File: config.mk
export PLATFORM = sky130hd
export DESIGN_NAME = chan_slice
export DESIGN_NICKNAME = d
export VERILOG_FILES = /design/src/rtl/slice_pkg.sv /design/src/rtl/slice_skid.sv /design/src/rtl/slice_single.sv /design/src/rtl/slice_fwd.sv /design/src/rtl/chan_slice.sv
export SDC_FILE = /design/constraint.sdc
export NUM_CORES = 1
export LEC_CHECK = 0
export ABC_AREA = 1
export BUFFER_PORTS_ARGS = -buffer_cell sky130_fd_sc_hd__buf_2
export CORE_MARGIN = 2
export CORE_UTILIZATION = 42
export DETAILED_ROUTE_END_ITERATION = 7
export GPL_TIMING_DRIVEN = 0
export PLACE_DENSITY = 0.81
export SETUP_SLACK_MARGIN = 0.4
export SLEW_MARGIN = 20
export SYNTH_ARGS = -nofsm -noshare
export SYNTH_HDL_FRONTEND = slang
export SYNTH_SLANG_ARGS = --single-unit
export TNS_END_PERCENT = 1
File: constraint.sdc
create_clock -name clk -period 4.3 [get_ports clk]
set_input_delay 0.215 -clock clk [delete_from_list [all_inputs] [get_ports clk]]
set_output_delay 0.215 -clock clk [all_outputs]
set_load 0.02 [all_outputs]
File: src/rtl/slice_pkg.sv
// Shared definitions for the channel register slice.
// Assumes: nothing beyond standard SystemVerilog packages.
package slice_pkg;
    // Stage variant selected at elaboration time; codes are fixed.
    typedef enum logic [1:0] {
        SLICE_PASS   = 2'd0,
        SLICE_SKID   = 2'd1,
        SLICE_SINGLE = 2'd2,
        SLICE_FWD    = 2'd3
    } slice_mode_e;
endpackage

File: src/rtl/slice_skid.sv
// Two-entry skid stage: valid, payload and ready toward the source all
// come from flops, and a beat can pass on every cycle.
// Assumes: source holds payload while valid and not ready (standard handshake).
module slice_skid #(
    parameter int DATA_W = 32
) (
    input  logic              clk,
    input  logic              rst_n,
    input  logic              src_valid,
    output logic              src_ready,
    input  logic [DATA_W-1:0] src_data,
    output logic              dst_valid,
    input  logic              dst_ready,
    output logic [DATA_W-1:0] dst_data
);
    logic              out_v, spare_v;
    logic [DATA_W-1:0] out_d, spare_d;
    logic              take, out_free;

    assign src_ready = !spare_v;
    assign dst_valid = out_v;
    assign dst_data  = out_d;
    assign take      = src_valid && !spare_v;
    assign out_free  = !out_v || dst_ready;

    // Occupancy of the output register and the spare entry.
    always_ff @(posedge clk) begin
        if (!rst_n) begin
            out_v   <= 1'b0;
            spare_v <= 1'b0;
        end else if (out_free) begin
            if (spare_v) begin
                out_v   <= 1'b1;
                spare_v <= 1'b0;
            end else begin
                out_v <= take;
            end
        end else if (take) begin
            spare_v <= 1'b1;
        end
    end

    // Payload steering: refill output from spare first, else from source.
    always_ff @(posedge clk) begin
        if (out_free) begin
            if (spare_v)   out_d <= spare_d;
            else if (take) out_d <= src_data;
        end
        if (!out_free && take) spare_d <= src_data;
    end


    skid_hold_chk: assert property (@(posedge clk) disable iff (!rst_n)
        (dst_valid && !dst_ready) |=> (dst_valid && $stable(dst_data)));

    skid_full_chk: assert property (@(posedge clk) disable iff (!rst_n)
        !src_ready |-> dst_valid);

    skid_fwd_chk: assert property (@(posedge clk) disable iff (!rst_n)
        (src_valid && src_ready) |=> dst_valid);

    skid_rst_chk: assert property (@(posedge clk) disable iff (!rst_n)
        $rose(rst_n) |-> (!dst_valid && src_ready));
endmodule

File: src/rtl/slice_single.sv
// Single-register stage: one payload register with a full flag. It takes
// a beat only while empty, so an idle cycle follows each beat.
// Assumes: standard valid/ready handshake on both sides.
module slice_single #(
    parameter int DATA_W = 32
) (
    input  logic              clk,
    input  logic              rst_n,
    input  logic              src_valid,
    output logic              src_ready,
    input  logic [DATA_W-1:0] src_data,
    output logic              dst_valid,
    input  logic              dst_ready,
    output logic [DATA_W-1:0] dst_data
);
    logic              full;
    logic [DATA_W-1:0] hold_d;

    assign src_ready = !full;
    assign dst_valid = full;
    assign dst_data  = hold_d;

    // Full flag: fill when empty and offered, drain when accepted.
    always_ff @(posedge clk) begin
        if (!rst_n)                 full <= 1'b0;
        else if (full && dst_ready) full <= 1'b0;
        else if (!full && src_valid) full <= 1'b1;
    end

    // Payload capture on fill.
    always_ff @(posedge clk) begin
        if (!full && src_valid) hold_d <= src_data;
    end


    single_gap_chk: assert property (@(posedge clk) disable iff (!rst_n)
        (src_valid && src_ready) |=> !src_ready);

    single_hold_chk: assert property (@(posedge clk) disable iff (!rst_n)
        (dst_valid && !dst_ready) |=> (dst_valid && $stable(dst_data)));

    single_rst_chk: assert property (@(posedge clk) disable iff (!rst_n)
        $rose(rst_n) |-> (!dst_valid && src_ready));
endmodule

File: src/rtl/slice_fwd.sv
// Forward-only stage: valid and payload registered, ready toward the
// source combinational from the destination ready and the output state.
// Assumes: the ready path through this stage meets timing on its own.
module slice_fwd #(
    parameter int DATA_W = 32
) (
    input  logic              clk,
    input  logic              rst_n,
    input  logic              src_valid,
    output logic              src_ready,
    input  logic [DATA_W-1:0] src_data,
    output logic              dst_valid,
    input  logic              dst_ready,
    output logic [DATA_W-1:0] dst_data
);
    logic              out_v;
    logic [DATA_W-1:0] out_d;

    assign src_ready = !out_v || dst_ready;
    assign dst_valid = out_v;
    assign dst_data  = out_d;

    // Output valid reloads whenever the register is free or being drained.
    always_ff @(posedge clk) begin
        if (!rst_n)         out_v <= 1'b0;
        else if (src_ready) out_v <= src_valid;
    end

    // Payload capture on accepted beat.
    always_ff @(posedge clk) begin
        if (src_ready && src_valid) out_d <= src_data;
    end


    fwd_next_chk: assert property (@(posedge clk) disable iff (!rst_n)
        (src_valid && src_ready) |=> (dst_valid && dst_data == $past(src_data)));

    fwd_hold_chk: assert property (@(posedge clk) disable iff (!rst_n)
        (dst_valid && !dst_ready) |=> (dst_valid && $stable(dst_data)));

    fwd_rst_chk: assert property (@(posedge clk) disable iff (!rst_n)
        $rose(rst_n) |-> (!dst_valid && src_ready));
endmodule

File: src/rtl/chan_slice.sv
// Channel register slice top: picks one stage variant by MODE.
// Assumes: MODE is fixed at elaboration; rst_n is synchronous, active low.
module chan_slice #(
    parameter int                    DATA_W = 32,
    parameter slice_pkg::slice_mode_e MODE  = slice_pkg::SLICE_SINGLE
) (
    input  logic              clk,
    input  logic              rst_n,
    input  logic              src_valid,
    output logic              src_ready,
    input  logic [DATA_W-1:0] src_data,
    output logic              dst_valid,
    input  logic              dst_ready,
    output logic [DATA_W-1:0] dst_data
);
    // Variant selection; the pass-through branch is plain wiring.
    generate
        case (MODE)
            slice_pkg::SLICE_PASS: begin : g_pass
                assign dst_valid = src_valid;
                assign dst_data  = src_data;
                assign src_ready = dst_ready;
            end
            slice_pkg::SLICE_SKID: begin : g_skid
                slice_skid #(.DATA_W(DATA_W)) u_stage (
                    .clk(clk), .rst_n(rst_n),
                    .src_valid(src_valid), .src_ready(src_ready), .src_data(src_data),
                    .dst_valid(dst_valid), .dst_ready(dst_ready), .dst_data(dst_data));
            end
            slice_pkg::SLICE_FWD: begin : g_fwd
                slice_fwd #(.DATA_W(DATA_W)) u_stage (
                    .clk(clk), .rst_n(rst_n),
                    .src_valid(src_valid), .src_ready(src_ready), .src_data(src_data),
                    .dst_valid(dst_valid), .dst_ready(dst_ready), .dst_data(dst_data));
            end
            default: begin : g_single
                slice_single #(.DATA_W(DATA_W)) u_stage (
                    .clk(clk), .rst_n(rst_n),
                    .src_valid(src_valid), .src_ready(src_ready), .src_data(src_data),
                    .dst_valid(dst_valid), .dst_ready(dst_ready), .dst_data(dst_data));
            end
        endcase
    endgenerate
endmodule

==> Yosys cells after proc, flatten, opt, wreduce, memory -nomap -nowiden <==
Cells that the tools add are included.
{ "word_totals": {"word_cells": 7, "output_inout_bits": 34, "in_bits": 36, "ff_bits": 33} }
{ "classes": {"n_bitwise": 1, "n_reduce_logical": 4} }
{ "op_table": {"columns": ["op", "count"], "rows": [
  ["logical AND 1 bit", 2],
  ["OR reduction 2 bit", 1],
  ["logical NOT 1 bit", 1],
  ["inverter 1 bit", 1]
]} }

==> Logic depth before layout (Yosys ltp) <==
Gate-level depths: netlist of the first run.
{ "logic_depth": {"depth_word": 2, "depth_mapped": 3, "ltp_nobuf": 3} }

==> Worst setup path before layout of the first run <==
No wires, ideal clock.
{ "synth_timing": {"kind": "register to register", "from": "register g_single.u_stage.full (netlist: g_single.u_stage.dst_valid)", "to": "register g_single.u_stage.hold_d[0] (netlist: g_single.u_stage.dst_data[0]) (enable)", "required_time_ns": 3.878, "path_stages_with_launch": 2, "path_slack_ns": 2.088, "n_path_buf": 0, "period_less_slack_ns": 2.212, "arrival_time_ns": 1.791, "setup_time_ns": 0.422, "cell_sequence": "dfxtp_1 > nor2_1"} }
{ "synth_between": {"elab_chain_cells": 2} }
{ "synth_rtl": {"columns": ["item", "line", "source"], "rows": [
  ["from (decl)", "slice_single.sv:16", "logic full;"],
  ["from (signal assigned)", "slice_single.sv:25", "if (!rst_n) full <= 1'b0;"],
  ["from (signal assigned)", "slice_single.sv:26", "else if (full && dst_ready) full <= 1'b0;"],
  ["from (signal assigned)", "slice_single.sv:27", "else if (!full && src_valid) full <= 1'b1;"],
  ["logical NOT 1 bit", "slice_single.sv:32", "if (!full && src_valid) hold_d <= src_data;"],
  ["logical AND 1 bit", "slice_single.sv:32", null],
  ["to (signal assigned)", "slice_single.sv:32", null],
  ["to (decl)", "slice_single.sv:17", "logic [DATA_W-1:0] hold_d;"]
]} }
Every way passes these cells.
A chain may end at the register's enable or synchronous reset.

==> Worst setup path in the final report of the first run <==
{ "layout_timing": {"from": "register g_single.u_stage.full (netlist: g_single.u_stage.dst_valid)", "to": "output port src_ready"} }
{ "layout_between": {"elab_chain_cells": 1} }
{ "layout_rtl": {"columns": ["item", "line", "source"], "rows": [
  ["logical NOT 1 bit", "slice_single.sv:19", "assign src_ready = !full;"],
  ["to (decl)", "chan_slice.sv:10", "output logic src_ready,"]
]} }
Every way passes these cells.

==> results.cfg, run 1 <==
[clock_tree]
postCtsSetupBuffers = 0
clkTransAtPathRegs_ps = 90
numCtsBuffers = 5
htreeDepth = 2
cts_buffer_depth = 2
clock-sinks = 33
clock_latency_ps = 320
ctsHoldBuffers = 0
clockRootBuffer = clkbuf_4
ctsResizeCount = 0
tritoncts = done

[sta]
hold-worst-slack_ps = 61.1
setup-tns-final_ps = 0
hold_violations = 0
slew_violations = 0
slew_headroom_pct = 86.4
period_needed_ps = 1200
fin_skew_ps = 6.98
worstMarginPinSlew_ps = 203
fmax_mhz = 837
setup-violations-final = 0
fin_crit_sh_pct = 27.8
rsz0062_at_grt = false

[die]
io_pins = 70
die_w_um = 53.0
rows = 17
start_util_pct = 45.1
die_area_um2 = 2810
die_y_um = 53.0
coreArea_um2 = 2230

[setup_path]
critPathLaunch = g_single.u_stage.dst_valid
r2r-start = g_single.u_stage.dst_valid
cp_max_fo = 5
critical_path_class = flip-flop to primary output
r2r_end = g_single.u_stage.dst_data[2]
path_buf_inv = 2
r2r_slack_ps = 3190
worst_ep_required_time_ps = 4090
critPathMaxStageDelay_ps = 440
cp-start-kind = flip-flop
critPathCapture = src_ready
worstSetupEndpointType = primary output
crit_family = flip-flops
reg2regPathDepth = 2
slowest_stage = dfxtp_1
crit_arrival_ps = 980
path_cells = inv_1 > buf_2
cp.depth = 2

[power]
p_per_area_nw_per_um2 = 413
power_switching_mw = 0.139
pwr-share-clk_pct = 25.3
intPower_mw = 0.469
swShare_pct = 22.9
power_frac_comb_pct = 12.1
seq_power_share_pct = 62.6
irDropWorstVdd_v = 0.000271
cellLeakagePower_nw = 0.646

[drt]
ant_nets = 0
drc = 0
route.vias.total = 652
viasPerCell = 4.47
drt_iter0_drc = 23
wire_per_inst_um = 12.5
firstDrtPassIters = 4
drt-total-wl_um = 1820

[layout]
syn2layout_area_growth_pct = 46.1
final_util_pct = 65.9
diodes = 0
fin_nets = 153
fillCellCount = 165
layout-drive-gt1-share_pct = 64.4

[grt]
grt_usage_pct = 14.6
antenna_found_initial = 0
grt_first_pass_wirelength_um = 2540
busiest_layer = met2
grtUsageMet1_pct = 13.0
grt_overflow = 0
grt_pass1_vias = 599
grt_max_degree = 30
met3_usage_pct = 9.89
use_met2_pct = 22.5

[synth]
syn-mean-instance-area_um2 = 25.2
ys_seq_area_share_pct = 97.4
syn-num-nets = 76
synth_area_um2 = 1010
syn_inst = 40
post_synth_num_cell_types = 5
synth-seq-cells = 33
yosysWarnings = 0

[run_status]
outcome = finished clean

[placed_design]
place_congestion = 0.692
io_buffers = 69

[run]
cap_violations = 0

[min_path]
hp-class = primary input to flip-flop
==> placed cells by master, fill, tap and decap left out <==
cell type	count
inv_1	2
clkbuf_1	3
clkbuf_4	5
nand2_1	2
nor2_1	2
nor2_4	1
buf_16	1
dfxtp_1	1
buf_2	69
edfxtp_1	32
==> final cells by class <==
class / count / area, µm² / share of cell area [%]
inverters: 2 / 7.51 / 0.510
flip-flops and latches: 33 / 981 / 66.7
well taps: 28 / 35.0 / 2.38
repair buffers: 70 / 373 / 25.3
clock buffers: 8 / 48.8 / 3.32
multi-input cells: 5 / 26.3 / 1.79
==> Yosys cell counts, drive strengths merged <==
cell     n  share of area [%]
edfxtp  32                 95
nor2     3                1.1
inv      2               0.75
nand2    2               0.75
dfxtp    1                2.0
==> routing by layer <==
| metal | routed length (µm) | vias up | share of wire (%) |
|---|---|---|---|
| met5 | 0 | - | 0 |
| met4 | 53 | 0 | 2.9 |
| met3 | 272 | 6 | 15 |
| met2 | 895 | 52 | 49 |
| met1 | 603 | 287 | 33 |
| li1 | - | 307 | - |
==> worst reg2reg max path: stages (launching register included) <==
cell and delay (ps):
dfxtp_1 370, nor2_4 220, buf_16 210
==> logic make-up after synthesis <==
family	synth area share, %
buffers and inverters	0.746
flip-flops	97.4
AND/OR/NAND/NOR	1.86
==> worst min path at each step <==
stage,startpoint,end,slack (ps),cells after the start
CTS,src_data[15],g_single.u_stage.dst_data[15],50,1
floorplan,src_data[0],g_single.u_stage.dst_data[0],310,0
global placement,src_data[25],g_single.u_stage.dst_data[25],390,1
global route,src_data[3],g_single.u_stage.dst_data[3],30,1
detailed placement,src_data[15],g_single.u_stage.dst_data[15],390,1
finish,src_data[8],g_single.u_stage.dst_data[8],60,1
==> metrics by stage <==
step                std cells  cell area (µm²)  setup WS, ps  power (mW)
floorplan                  40             1010          2090       0.423
global placement          137             1390          1850       0.455
finish                    146             1470          3100       0.608
detailed placement        138             1420          3210       0.463
global route              146             1470          3020       0.635
CTS                       146             1470          3080       0.615
==> power groups by stage <==
stage          Combinational, mW  Sequential [mW]  Clock [mW]
6_report                  0.0735            0.381       0.154
5_1_grt                   0.0788            0.382       0.174
4_1_cts                   0.0745            0.381       0.160
3_5_place_dp              0.0744            0.388           0
3_3_place_gp              0.0669            0.388           0
2_1_floorplan            0.00858            0.414           0
==> sequential cells by signal, indices dropped and copies added, names as in the netlist <==
signal	cells
g_single.u_stage.dst_valid	1
g_single.u_stage.dst_data	32
Power figures use the tool's default switching activity.
==> run 2, diff against run 1 <==
- CORE_UTILIZATION: 42 -> 35
- PLACE_DENSITY: 0.81 -> 0.72
- clock period: 4.3 -> 1.05 ns (I/O delays scaled with it)
==> results.cfg, run 2 (synthesis results as in run 1) <==
[clock_tree]
cts_buffer_depth = 2
htreeDepth = 2
clkTransAtPathRegs_ps = 110
clock_latency_ps = 350
clockRootBuffer = clkbuf_4
numCtsBuffers = 5
tritoncts = done
clock-sinks = 33

[sta]
rsz0062_at_grt = true
hold_violations = 0
fin_skew_ps = 18.8
setup_ws_ps = 60.6
slew_violations = 0
worstMarginPinSlew_ps = 196
fin_crit_sh_pct = 94.2
fmax_mhz = 1010
setup-violations-final = 0
period_needed_ps = 989
slew_headroom_pct = 86.9

[power]
irDropWorstVdd_v = 0.00119
seq_power_share_pct = 57.9
power_frac_comb_pct = 16.7
total_power_mw = 2.71
power_switching_mw = 0.685
pwr-share-clk_pct = 25.5
p_per_area_nw_per_um2 = 1430
cellLeakagePower_nw = 0.825
swShare_pct = 25.3
intPower_mw = 2.02

[setup_path]
path_cells = buf_6
critPathMaxStageDelay_ps = 440
crit_arrival_ps = 940
cp_max_fo = 1
cp-start-kind = flip-flop
slowest_stage = edfxtp_1
worst_ep_required_time_ps = 1000
worstSetupEndpointType = primary output
critical_path_class = flip-flop to primary output
crit_family = flip-flops
path_buf_inv = 1

[die]
start_util_pct = 36.8
die_area_um2 = 3320
die_y_um = 57.6
rows = 19
io_pins = 70
coreArea_um2 = 2730
die_w_um = 57.6

[drt]
drt-total-wl_um = 2870
route.vias.total = 840
drc = 0
wire_per_inst_um = 15.3
drt_iter0_drc = 14
viasPerCell = 4.47
firstDrtPassIters = 3
ant_nets = 0

[run_status]
outcome = finished clean

[layout]
largest_reg_flops = 32
diodes = 0
syn2layout_area_growth_pct = 88.4
layout-drive-gt1-share_pct = 53.5
final_common_cell = buf_2
fin_nets = 192
mostFrequentLayoutCells = buf_2, dlygate4sd3_1, edfxtp_1, clkbuf_4, buf_12

[grt]
grt_max_degree = 17
grt_overflow = 0
antenna_found_initial = 0
grt_pass1_vias = 819
grt_first_pass_wirelength_um = 3920
grt_usage_pct = 17.1

[min_path]
hp-class = primary input to flip-flop

[placed_design]
post-place-ws_ps = -360
io_buffers = 69
dpl.hpwl_um = 1350
place_congestion = 0.647

[run]
cap_violations = 0
[run 2: cell count changes in the layout (fill, tap and decap cells not counted), moves of 2 or more]
cell,previous run,this run
clkbuf_1,3,1
buf_12,0,3
dlygate4sd3_1,0,35
buf_2,69,66
buf_6,0,2
clkinv_2,0,2
buf_4,0,2
[run 2: stage by stage]
step / instance area, µm² / hold WS (ps) / utilization, % / TNS [ps] / std cells
2_1_floorplan: 1020 / 151 / - / -6570 / 40
3_3_place_gp: 1400 / 229 / 51.3 / -10190 / 140
3_5_place_dp: 1400 / 231 / 51.3 / -11500 / 140
4_1_cts: 1890 / 298 / 69.2 / 0 / 188
5_1_grt: 1900 / 296 / 69.4 / 0 / 188
6_report: 1900 / 289 / 69.4 / 0 / 188
[run 2: layout make-up]
type / instances / area (µm²)
sequential: 33 / 985
fill: 185 / 836
timing repair buffer: 108 / 778
clock buffer: 6 / 41.3
tap: 31 / 38.8
multi-input combinational: 6 / 37.5
clock inverter: 2 / 10.0
inverter: 2 / 7.51
[run 2: what timing repair did]
action,4_1_cts,5_1_grt
hold buffers,35,0
setup endpoints to repair,66,67
setup buffers,4,0
hold endpoints to repair,33,0
cloned,1,0
pin swaps,2,0
gates resized for setup,5,2
[run 2: worst paths after layout]
check | startpoint | endpoint | slack (ps) | cells after the start
max reg2reg | g_single.u_stage.dst_valid | g_single.u_stage.dst_data[2] | 100 | 2
max | g_single.u_stage.dst_data[22] | dst_data[22] | 60 | 1
min | src_valid | g_single.u_stage.dst_data[17] | 290 | 4
min reg2reg | g_single.u_stage.dst_valid | g_single.u_stage.dst_valid | 690 | 4
[run 2: power by group through the flow]
stage,sequential (mW),clock [mW],combinational (mW)
final,1.57,0.690,0.451
after global routing,1.57,0.770,0.479
after floorplan,1.69,0,0.0380
after global placement,1.59,0,0.277
after CTS,1.56,0.686,0.441
after detailed placement,1.59,0,0.284
[run 2: metal layers]
layer  up-vias  routed length [µm]  track usage, %
met3         8                 265            6.25
met4         0                  64            11.0
met2        51                1450            28.2
met1       398                1090            18.4
met5         -                   0               0
li1        383                   -               -
